### src/rtl/mbx_pkg.sv
package mbx_pkg;

   localparam int unsigned DATA_W = 32;
   localparam int unsigned OFS_W  = 8;
   localparam int unsigned LVL_W  = 8;

   localparam logic [OFS_W-1:0] OFS_WIN_LO = 8'h80;
   localparam logic [OFS_W-1:0] OFS_WIN_HI = 8'h8C;
   localparam logic [OFS_W-1:0] OFS_PEEK   = 8'h90;
   localparam logic [OFS_W-1:0] OFS_STAT   = 8'h98;
   localparam logic [OFS_W-1:0] OFS_CFG    = 8'h9C;
   localparam logic [OFS_W-1:0] OFS_PEER   = 8'hB8;

   localparam int unsigned STAT_FULL_BIT  = 31;
   localparam int unsigned STAT_EMPTY_BIT = 30;
   localparam int unsigned CFG_EN_BIT     = 0;
   localparam int unsigned CFG_PEND_BIT   = 4;
   localparam int unsigned CFG_NOOWN_BIT  = 8;
   localparam int unsigned CFG_OVER_BIT   = 9;
   localparam int unsigned CFG_UNDER_BIT  = 10;

   typedef struct packed {
      logic under;
      logic over;
   } mbx_err_t;

endpackage

### src/rtl/mbx_fifo.sv
module mbx_fifo #(
   parameter int unsigned        DEPTH   = 8,
   parameter int unsigned        WIDTH   = 32,
   parameter logic [WIDTH-1:0]   INVALID = '1,
   localparam int unsigned       CNT_W   = $clog2(DEPTH + 1)
) (
   input  logic             clk,
   input  logic             rst_n,
   input  logic             push_req,
   input  logic [WIDTH-1:0] push_data,
   input  logic             pop_req,
   output logic [WIDTH-1:0] head,
   output logic [CNT_W-1:0] level,
   output logic             full,
   output logic             empty,
   output logic             push_ok,
   output logic             pop_ok
);

   logic [WIDTH-1:0] slot_q [DEPTH];
   logic [WIDTH-1:0] slot_d [DEPTH];
   logic [CNT_W-1:0] level_q;
   logic [CNT_W-1:0] wr_idx;

   assign full    = (level_q == CNT_W'(DEPTH));
   assign empty   = (level_q == '0);
   assign pop_ok  = pop_req & ~empty;
   assign push_ok = push_req & (~full | pop_ok);
   assign wr_idx  = pop_ok ? level_q - 1'b1 : level_q;
   assign head    = slot_q[0];
   assign level   = level_q;

   for (genvar g = 0; g < DEPTH; g++) begin : g_slot
      logic [WIDTH-1:0] above;
      if (g == DEPTH - 1) begin : g_top
         assign above = INVALID;
      end else begin : g_mid
         assign above = slot_q[g+1];
      end
      assign slot_d[g] = (push_ok && wr_idx == CNT_W'(g)) ? push_data :
                         pop_ok                           ? above     :
                                                            slot_q[g];
   end

   always_ff @(posedge clk) begin
      if (!rst_n) begin
         level_q <= '0;
         for (int i = 0; i < DEPTH; i++) slot_q[i] <= INVALID;
      end else begin
         level_q <= level_q + CNT_W'(push_ok) - CNT_W'(pop_ok);
         for (int i = 0; i < DEPTH; i++) slot_q[i] <= slot_d[i];
      end
   end

endmodule

### src/rtl/mbx_regs.sv
module mbx_regs
   import mbx_pkg::*;
#(
   parameter int unsigned        CNT_W   = 4,
   parameter logic [DATA_W-1:0]  INVALID = '1
) (
   input  logic              clk,
   input  logic              rst_n,
   input  logic              rd,
   input  logic              wr,
   input  logic              word,
   input  logic [OFS_W-1:0]  ofs,
   input  logic              wdata_en,
   input  logic [DATA_W-1:0] head,
   input  logic [CNT_W-1:0]  level,
   input  logic              full,
   input  logic              empty,
   input  logic              push_drop,
   input  logic [DATA_W-1:0] peer_status,
   output logic              pop_req,
   output logic              cfg_wr,
   output logic              cfg_en,
   output mbx_err_t          err,
   output logic [DATA_W-1:0] rdata,
   output logic              irq
);

   logic     rd_ok;
   logic     in_win;
   logic     en_q;
   mbx_err_t err_q, err_d;
   logic [DATA_W-1:0] stat_w, cfg_w;

   assign rd_ok   = rd & word;
   assign in_win  = (ofs >= OFS_WIN_LO) && (ofs <= OFS_WIN_HI);
   assign pop_req = rd_ok & in_win;
   assign cfg_wr  = wr & word & (ofs == OFS_CFG);

   always_comb begin
      stat_w = '0;
      stat_w[STAT_FULL_BIT]  = full;
      stat_w[STAT_EMPTY_BIT] = empty;
      stat_w[LVL_W-1:0]      = LVL_W'(level);
   end

   always_comb begin
      cfg_w = '0;
      cfg_w[CFG_EN_BIT]    = en_q;
      cfg_w[CFG_PEND_BIT]  = ~empty;
      cfg_w[CFG_NOOWN_BIT] = 1'b0;
      cfg_w[CFG_OVER_BIT]  = err_q.over;
      cfg_w[CFG_UNDER_BIT] = err_q.under;
   end

   always_comb begin
      rdata = '0;
      if (rd_ok) begin
         if (in_win) begin
            rdata = empty ? INVALID : head;
         end else begin
            unique case (ofs)
               OFS_PEEK: rdata = head;
               OFS_STAT: rdata = stat_w;
               OFS_CFG:  rdata = cfg_w;
               OFS_PEER: rdata = peer_status;
               default:  rdata = '0;
            endcase
         end
      end
   end

   always_comb begin
      err_d = cfg_wr ? '0 : err_q;
      if (push_drop)       err_d.over  = 1'b1;
      if (pop_req && empty) err_d.under = 1'b1;
   end

   always_ff @(posedge clk) begin
      if (!rst_n) begin
         en_q  <= 1'b0;
         err_q <= '0;
      end else begin
         err_q <= err_d;
         if (cfg_wr) en_q <= wdata_en;
      end
   end

   assign cfg_en = en_q;
   assign err    = err_q;
   assign irq    = en_q & ~empty;

endmodule

### src/rtl/mbx_mailbox.sv
module mbx_mailbox
   import mbx_pkg::*;
#(
   parameter int unsigned       ADDR_W  = 12,
   parameter int unsigned       DEPTH   = 8,
   parameter logic [DATA_W-1:0] INVALID = 32'hFFFF_FFFF,
   localparam int unsigned      CNT_W   = $clog2(DEPTH + 1)
) (
   input  logic              clk,
   input  logic              rst_n,
   input  logic [ADDR_W-1:0] bus_addr,
   input  logic              bus_rd,
   input  logic              bus_wr,
   input  logic              bus_word,
   input  logic [DATA_W-1:0] bus_wdata,
   output logic [DATA_W-1:0] bus_rdata,
   input  logic              msg_push,
   input  logic [DATA_W-1:0] msg_data,
   input  logic [DATA_W-1:0] peer_status,
   output logic              irq
);

   if (DEPTH < 1 || DEPTH > 255) begin : g_bad_depth
      $error("mbx_mailbox: DEPTH must be within 1..255");
   end
   if (ADDR_W < OFS_W) begin : g_bad_addr
      $error("mbx_mailbox: ADDR_W must be at least 8");
   end

   logic [DATA_W-1:0] head;
   logic [CNT_W-1:0]  level;
   logic              full, empty, push_ok, pop_ok;
   logic              pop_req, cfg_wr, cfg_en, push_drop;
   mbx_err_t          err;
   logic              unused_bits;

   assign push_drop   = msg_push & ~push_ok;
   assign unused_bits = ^{bus_addr, bus_wdata[DATA_W-1:1], pop_ok};

   mbx_fifo #(
      .DEPTH   (DEPTH),
      .WIDTH   (DATA_W),
      .INVALID (INVALID)
   ) u_fifo (
      .clk       (clk),
      .rst_n     (rst_n),
      .push_req  (msg_push),
      .push_data (msg_data),
      .pop_req   (pop_req),
      .head      (head),
      .level     (level),
      .full      (full),
      .empty     (empty),
      .push_ok   (push_ok),
      .pop_ok    (pop_ok)
   );

   mbx_regs #(
      .CNT_W   (CNT_W),
      .INVALID (INVALID)
   ) u_regs (
      .clk         (clk),
      .rst_n       (rst_n),
      .rd          (bus_rd),
      .wr          (bus_wr),
      .word        (bus_word),
      .ofs         (bus_addr[OFS_W-1:0]),
      .wdata_en    (bus_wdata[CFG_EN_BIT]),
      .head        (head),
      .level       (level),
      .full        (full),
      .empty       (empty),
      .push_drop   (push_drop),
      .peer_status (peer_status),
      .pop_req     (pop_req),
      .cfg_wr      (cfg_wr),
      .cfg_en      (cfg_en),
      .err         (err),
      .rdata       (bus_rdata),
      .irq         (irq)
   );

endmodule

### config.mk
export PLATFORM = sky130hd
export DESIGN_NAME = mbx_mailbox
export DESIGN_NICKNAME = d
export VERILOG_FILES = /design/src/rtl/mbx_pkg.sv /design/src/rtl/mbx_fifo.sv /design/src/rtl/mbx_regs.sv /design/src/rtl/mbx_mailbox.sv
export SDC_FILE = /design/constraint.sdc
export NUM_CORES = 1
export LEC_CHECK = 0
export ABC_AREA = 1
export BUFFER_PORTS_ARGS = -buffer_cell sky130_fd_sc_hd__buf_2
export CORE_ASPECT_RATIO = 0.75
export CORE_MARGIN = 1
export CORE_UTILIZATION = 45
export DETAILED_ROUTE_END_ITERATION = 16
export HOLD_SLACK_MARGIN = 0.08
export PLACE_DENSITY = 0.7
export RECOVER_POWER = 100
export SYNTH_ARGS = -nofsm -noshare
export SYNTH_HDL_FRONTEND = slang
export SYNTH_SLANG_ARGS = --single-unit
export TNS_END_PERCENT = 50
### constraint.sdc
create_clock -name clk -period 4.85 [get_ports clk]
set_input_delay 0 -clock clk [delete_from_list [all_inputs] [get_ports clk]]
set_output_delay 0 -clock clk [all_outputs]
set_load 0.05 [all_outputs]
; Yosys cells after proc, flatten, opt, wreduce, memory -nomap -nowiden
; Memory sizes are Yosys's and may differ from the RTL's.
; Cells that the tools add are included.
[totals]
register_bits = 7
mem_bits_rw = 256
inputBits = 114
memories = 1
[memory_table]
columns = name, words, width, rd, rd_clocked_by_memory_dff, wr, line
row1 = u_fifo.slot_q, 8, 32, 8, 0, 8, mbx_fifo.sv:20  ; logic [WIDTH-1:0] slot_q [DEPTH];
[op_classes]
addsub = 3
n_lt_le_gt_ge = 2
n_eq_ne = 12
mux = 34
n_bitwise = 20
reduce_logical = 14
[op_table]
columns = cell, n
row1 = $mux W32, 27
row2 = $pmux W32 S4, 1
row3 = $eq A8 B8 Y1 const B, 4
row4 = $eq A4 B3 Y1 const B, 4
row5 = $logic_and A1 B1 Y1, 10
row6 = $or A1 B1 Y1, 9
row7 = $and A1 B1 Y1, 8
row8 = $eq A4 B2 Y1 const B, 2
row9 = $ge A8 B8 Y1 const B, 1
row10 = $le A8 B8 Y1 const B, 1
row11 = $logic_not A4 Y1, 2
row12 = $add A4 B1 Y4, 1
row13 = $eq A4 B1 Y1 const B, 1
row14 = $eq A4 B4 Y1 const B, 1
row15 = $mux W1, 4
row16 = $mux W4, 1
row17 = $reduce_bool A2 Y1, 2
row18 = $sub A4 B1 Y4, 1
row19 = $sub A4 B1 Y4 const B, 1
row20 = $not A1 Y1, 3
row21 = $mux W2, 1

; Depth between registers and ports, before layout
[depth]
depth_word = 9
depth_mapped = 15
depth_no_buf = 14

; Cells and area by module
; A second synthesis with hierarchy kept.
[hier_totals]
cells_unflattened = 2320
area_unflattened_um2 = 14979.4
[by_module_without_submodules]
columns = mod, instances, cells_each, area_per_inst_um2, seq_area_each_um2
row1 = mbx_fifo, 1, 2041, 13674.4, 5205.0
row2 = mbx_regs, 1, 277, 1295.0, 60.1
row3 = mbx_mailbox, 1, 2, 10.0, 0.0

; Worst setup path after synthesis
; OpenSTA, ideal clock, no wires.
[synth_timing]
path_kind = reg-to-output
from = register u_fifo.level_q[1] (netlist: u_fifo.level[1])
to = output port bus_rdata[11]
arrival_ns = 2.594
required_time_ns = 4.850
slack_ns = 2.256
path_stages_with_launch = 8
n_path_buf = 1
cell_sequence = dfxtp_1 -> inv_1 -> ha_1 -> nand2_1 -> clkinv_1 -> clkbuf_1 -> nor3_1 -> a311oi_1
[synth_via]
elab_chain_len = 4
[synth_lines]
columns = item, line
row1 = "start, declared", mbx_fifo.sv:22  ; logic [CNT_W-1:0] level_q;
row2 = "start signal, assigned", mbx_fifo.sv:50  ; level_q <= level_q + CNT_W'(push_ok) - CNT_W'(pop_ok);
row3 = $logic_not A4 Y1, mbx_fifo.sv:26  ; assign empty = (level_q == '0);
row4 = $mux W32, mbx_regs.sv:59  ; rdata = empty ? INVALID : head;
row5 = $mux W32, mbx_regs.sv:58  ; if (in_win) begin
row6 = $mux W32, mbx_regs.sv:57  ; if (rd_ok) begin
row7 = "end, declared", mbx_mailbox.sv:16  ; output logic [DATA_W-1:0] bus_rdata,
; Every way passes these cells.

==> metrics.yaml <==
die:
  die_y_microns: 157.5
  ios: 147
  die_x_microns: 209.3
  die_area_sq_um: 32960
  fp-row-count: 56
  start_util: 0.4609
  coreArea_sq_um: 31460
grt:
  grt_max_degree: 225
  track_usage: 0.2752
  grt_use_met2: 0.4244
  grt_pass1_vias: 14290
  gr-total-overflow: 0
  grt.busiest_layer: "met2"
  grt_antenna_before_repair: 1
  met1_usage: 0.3759
  grt_pass1_wl_mm: 74.53
  met3_usage: 0.06305
drt:
  wl_per_cell_microns: 17.03
  firstDrtPassIters: 6
  drt-initial-drc-count: 2109
  ant_nets: 0
  viasPerCell: 5.821
  vias: 15650
  route.detailed.drc: 0
  drt-total-wl_mm: 45.78
synthesis:
  syn_avg_cell_area_sq_um: 6.402
  netlist_area_sq_um: 14500
  synthesis.nets: 2388
  synthDistinctLibCells: 36
  ys_seq_area_frac: 0.3631
  yosys_warnings: 0
  syn_inst: 2265
  synth-seq-cells: 263
placed_design:
  place.gp.congestion: 0.9209
  dp_cells: 2602
  portBuffers: 111
  hpwlAfterDp_mm: 25.49
  dpl_cell_area_sq_um: 14960
sta:
  hold_viol: 0
  maxSlewViolCount: 70
  slew_headroom: -0.09421
  whs_ns: 0.2062
  fin_crit_sh: 0.8728
  fin_worst_skew_ns: 0.01567
  max_clock_freq_ghz: 0.2362
  rsz0062_at_grt: "false"
  period_needed_ns: 4.233
  setup_viol: 0
  worst_pin_slew_ns: 1.641
  tns_ns: 0
setup_path:
  crit_chain: "inv_1 -> ha_1 -> nand2_1 -> nand4_4 -> o21ai_4 -> clkbuf_2 -> nand3_2 -> clkbuf_2 -> nand3_1 -> nand3_1"
  cp_max_fo: 69
  arrival_ns: 4.62
  worst_r2r_path_depth: 10
  worstPathRequired_ns: 5.23
  cpMaxStageDelayCell: "clkbuf_2"
  critPathKind: "reg2reg"
  start_kind: "flop"
  r2r-start: "u_fifo.level[1]"
  rrSetupSlack_ns: 0.62
  reg2reg_to: "u_fifo.slot_q[0][117]"
  cpPeakStageDelay_ns: 1.20
  cp-end-kind: "flop"
pwr:
  peakVddDrop_mv: 0.2958
  power_frac_seq: 0.389
  p_clk_frac: 0.304
  power.internal_uw: 4166
  finalPower_uw: 6827
  p_sw_frac: 0.3897
  cellLeakagePower_uw: 0.008018
  combinationalPowerShare: 0.307
  switchingPower_uw: 2660
  powerDensity_nw_per_um2: 423.9
cells_and_area:
  final_cell_mix: "851 x nand2_1, 557 x nand3_1, 263 x dfxtp_1"
  final_cell_count_no_fill: 2689
  regArea_sq_um: 5265
  syn_to_final_growth_pct: 11.06
  layout.nets: 2387
  nFillCells: 3135
  multi_input_area_sq_um: 7955
  layout-drive-gt1-share: 0.07932
  final_common_cell: "nand2_1"
  stdcell_area_sq_um: 16110
clock_network:
  cts_sinks: 263
  htreeDepth: 1
  clockBufferDepth: 3
  insertion_delay_ns: 0.56
  cts_buffers: 27
  clockRootBuffer: "clkbuf_16"
  cts_tree: "yes"
  path_clk_slew_ns: 0.06
  cts_resized: 0
run_status:
  violations: "capacitance limit, slew limit"
  status: "complete, but fails checks"
hold_path:
  whs_path_depth: 7
  hp-start: "bus_addr[0]"
  hold_end: "u_fifo.slot_q[0][54]"
  hold_path.class: "in2reg"
job:
  maxCapViolCount: 1
==> layout make-up <==
| cell class | instances | area share |
|---|---|---|
| inverters | 88 | 0.02082 |
| clock buffers | 36 | 0.04840 |
| diodes | 1 | 0.0001554 |
| repair buffers | 183 | 0.07287 |
| multi-input cells | 1701 | 0.4939 |
| flip-flops and latches | 263 | 0.3269 |
| well taps | 406 | 0.03154 |
| clock inverters | 11 | 0.005360 |
==> stage by stage <==
stage / setup slack, ns / util
2_1_floorplan: 2.256 / -
3_5_place_dp: 0.9929 / 0.4756
3_3_place_gp: 1.056 / 0.4756
6_report: 0.6170 / 0.5119
4_1_cts: 0.9897 / 0.5156
5_1_grt: 0.3295 / 0.5119
==> critical path, delay by kind of cell (launching register included) <==
family	cells	cell delay, ns
AOI/OAI and AO/OA	1	0.36
and+or+nand+nor	5	1.09
DFF	1	0.41
buffers and inverters	3	1.84
adders and majority gates	1	0.26
==> cells by family after synthesis <==
group,after synthesis,share of synthesized area
buffers and inverters,301,0.08611
adders and majority gates,9,0.008283
DFF,263,0.3631
AOI/OAI and AO/OA,57,0.02890
and+or+nand+nor,1633,0.5124
xor gates and xnor gates,2,0.001208
==> Yosys cell counts <==
cell type	number	area (sq um)
a211oi_1	1	7.510
a21oi_1	6	30.03
a221oi_1	6	52.55
a22o_1	1	8.760
a311oi_1	23	201.4
and2_1	1	6.260
buf_1	18	67.56
buf_2	62	310.3
buf_4	3	22.52
buf_6	4	45.04
clkbuf_1	126	473.0
clkinv_1	2	7.510
dfxtp_1	263	5265
fa_1	1	20.02
ha_1	8	100.1
inv_1	82	307.8
inv_2	4	15.01
nand2_1	849	3187
nand2_2	8	50.05
nand2_4	1	11.26
nand3_1	551	2758
nand3_2	7	70.07
nand3_4	2	35.03
nand4_1	161	1007
nand4_4	1	21.27
nor2_1	19	71.32
nor2_2	2	12.51
nor2_4	5	56.30
nor2_8	1	20.02
nor3_1	25	125.1
o2111ai_1	1	8.760
o21ai_0	17	85.08
o21ai_2	1	8.760
o21ai_4	1	16.27
xnor2_1	1	8.760
xor2_1	1	8.760
==> sequential cells by signal, indices dropped and copies added, names as in the netlist <==
register	count
u_fifo.slot_q	256
u_fifo.level	4
u_regs.err	2
u_regs.cfg_en	1
==> power by group through the flow <==
stage,sequential (uW),combinational [uW],clock [uW]
after floorplan,2590,1520,0
after global placement,2680,1990,0
after detailed placement,2690,2020,0
after CTS,2640,2060,2110
after global routing,2680,2310,2190
final,2660,2090,2070
==> repair_timing <==
| action | CTS | global route |
|---|---|---|
| setup endpoints to repair | 0 | 0 |
| buffers inserted | 0 | 0 |
| hold buffers | 39 | 0 |
| hold endpoints to repair | 260 | 0 |
==> per-layer routing <==
metal,routed length (microns),part of all wire
met2,19670,0.43
met3,4213,0.092
met5,0,0
met4,1360,0.030
met1,20540,0.45
==> worst max-delay path by stage <==
stage / startpoint / endpoint / slack (ns)
6_report: u_fifo.level[1] / u_fifo.slot_q[0][117] / 0.62
3_3_place_gp: u_fifo.level[1] / u_fifo.slot_q[1][96] / 1.06
4_1_cts: u_fifo.level[1] / u_fifo.slot_q[1][96] / 0.99
2_1_floorplan: u_fifo.level[1] / bus_rdata[11] / 2.26
5_1_grt: u_fifo.level[1] / u_fifo.slot_q[0][119] / 0.33
3_5_place_dp: u_fifo.level[1] / u_fifo.slot_q[1][96] / 0.99
(Power assumes the default switching activity.)
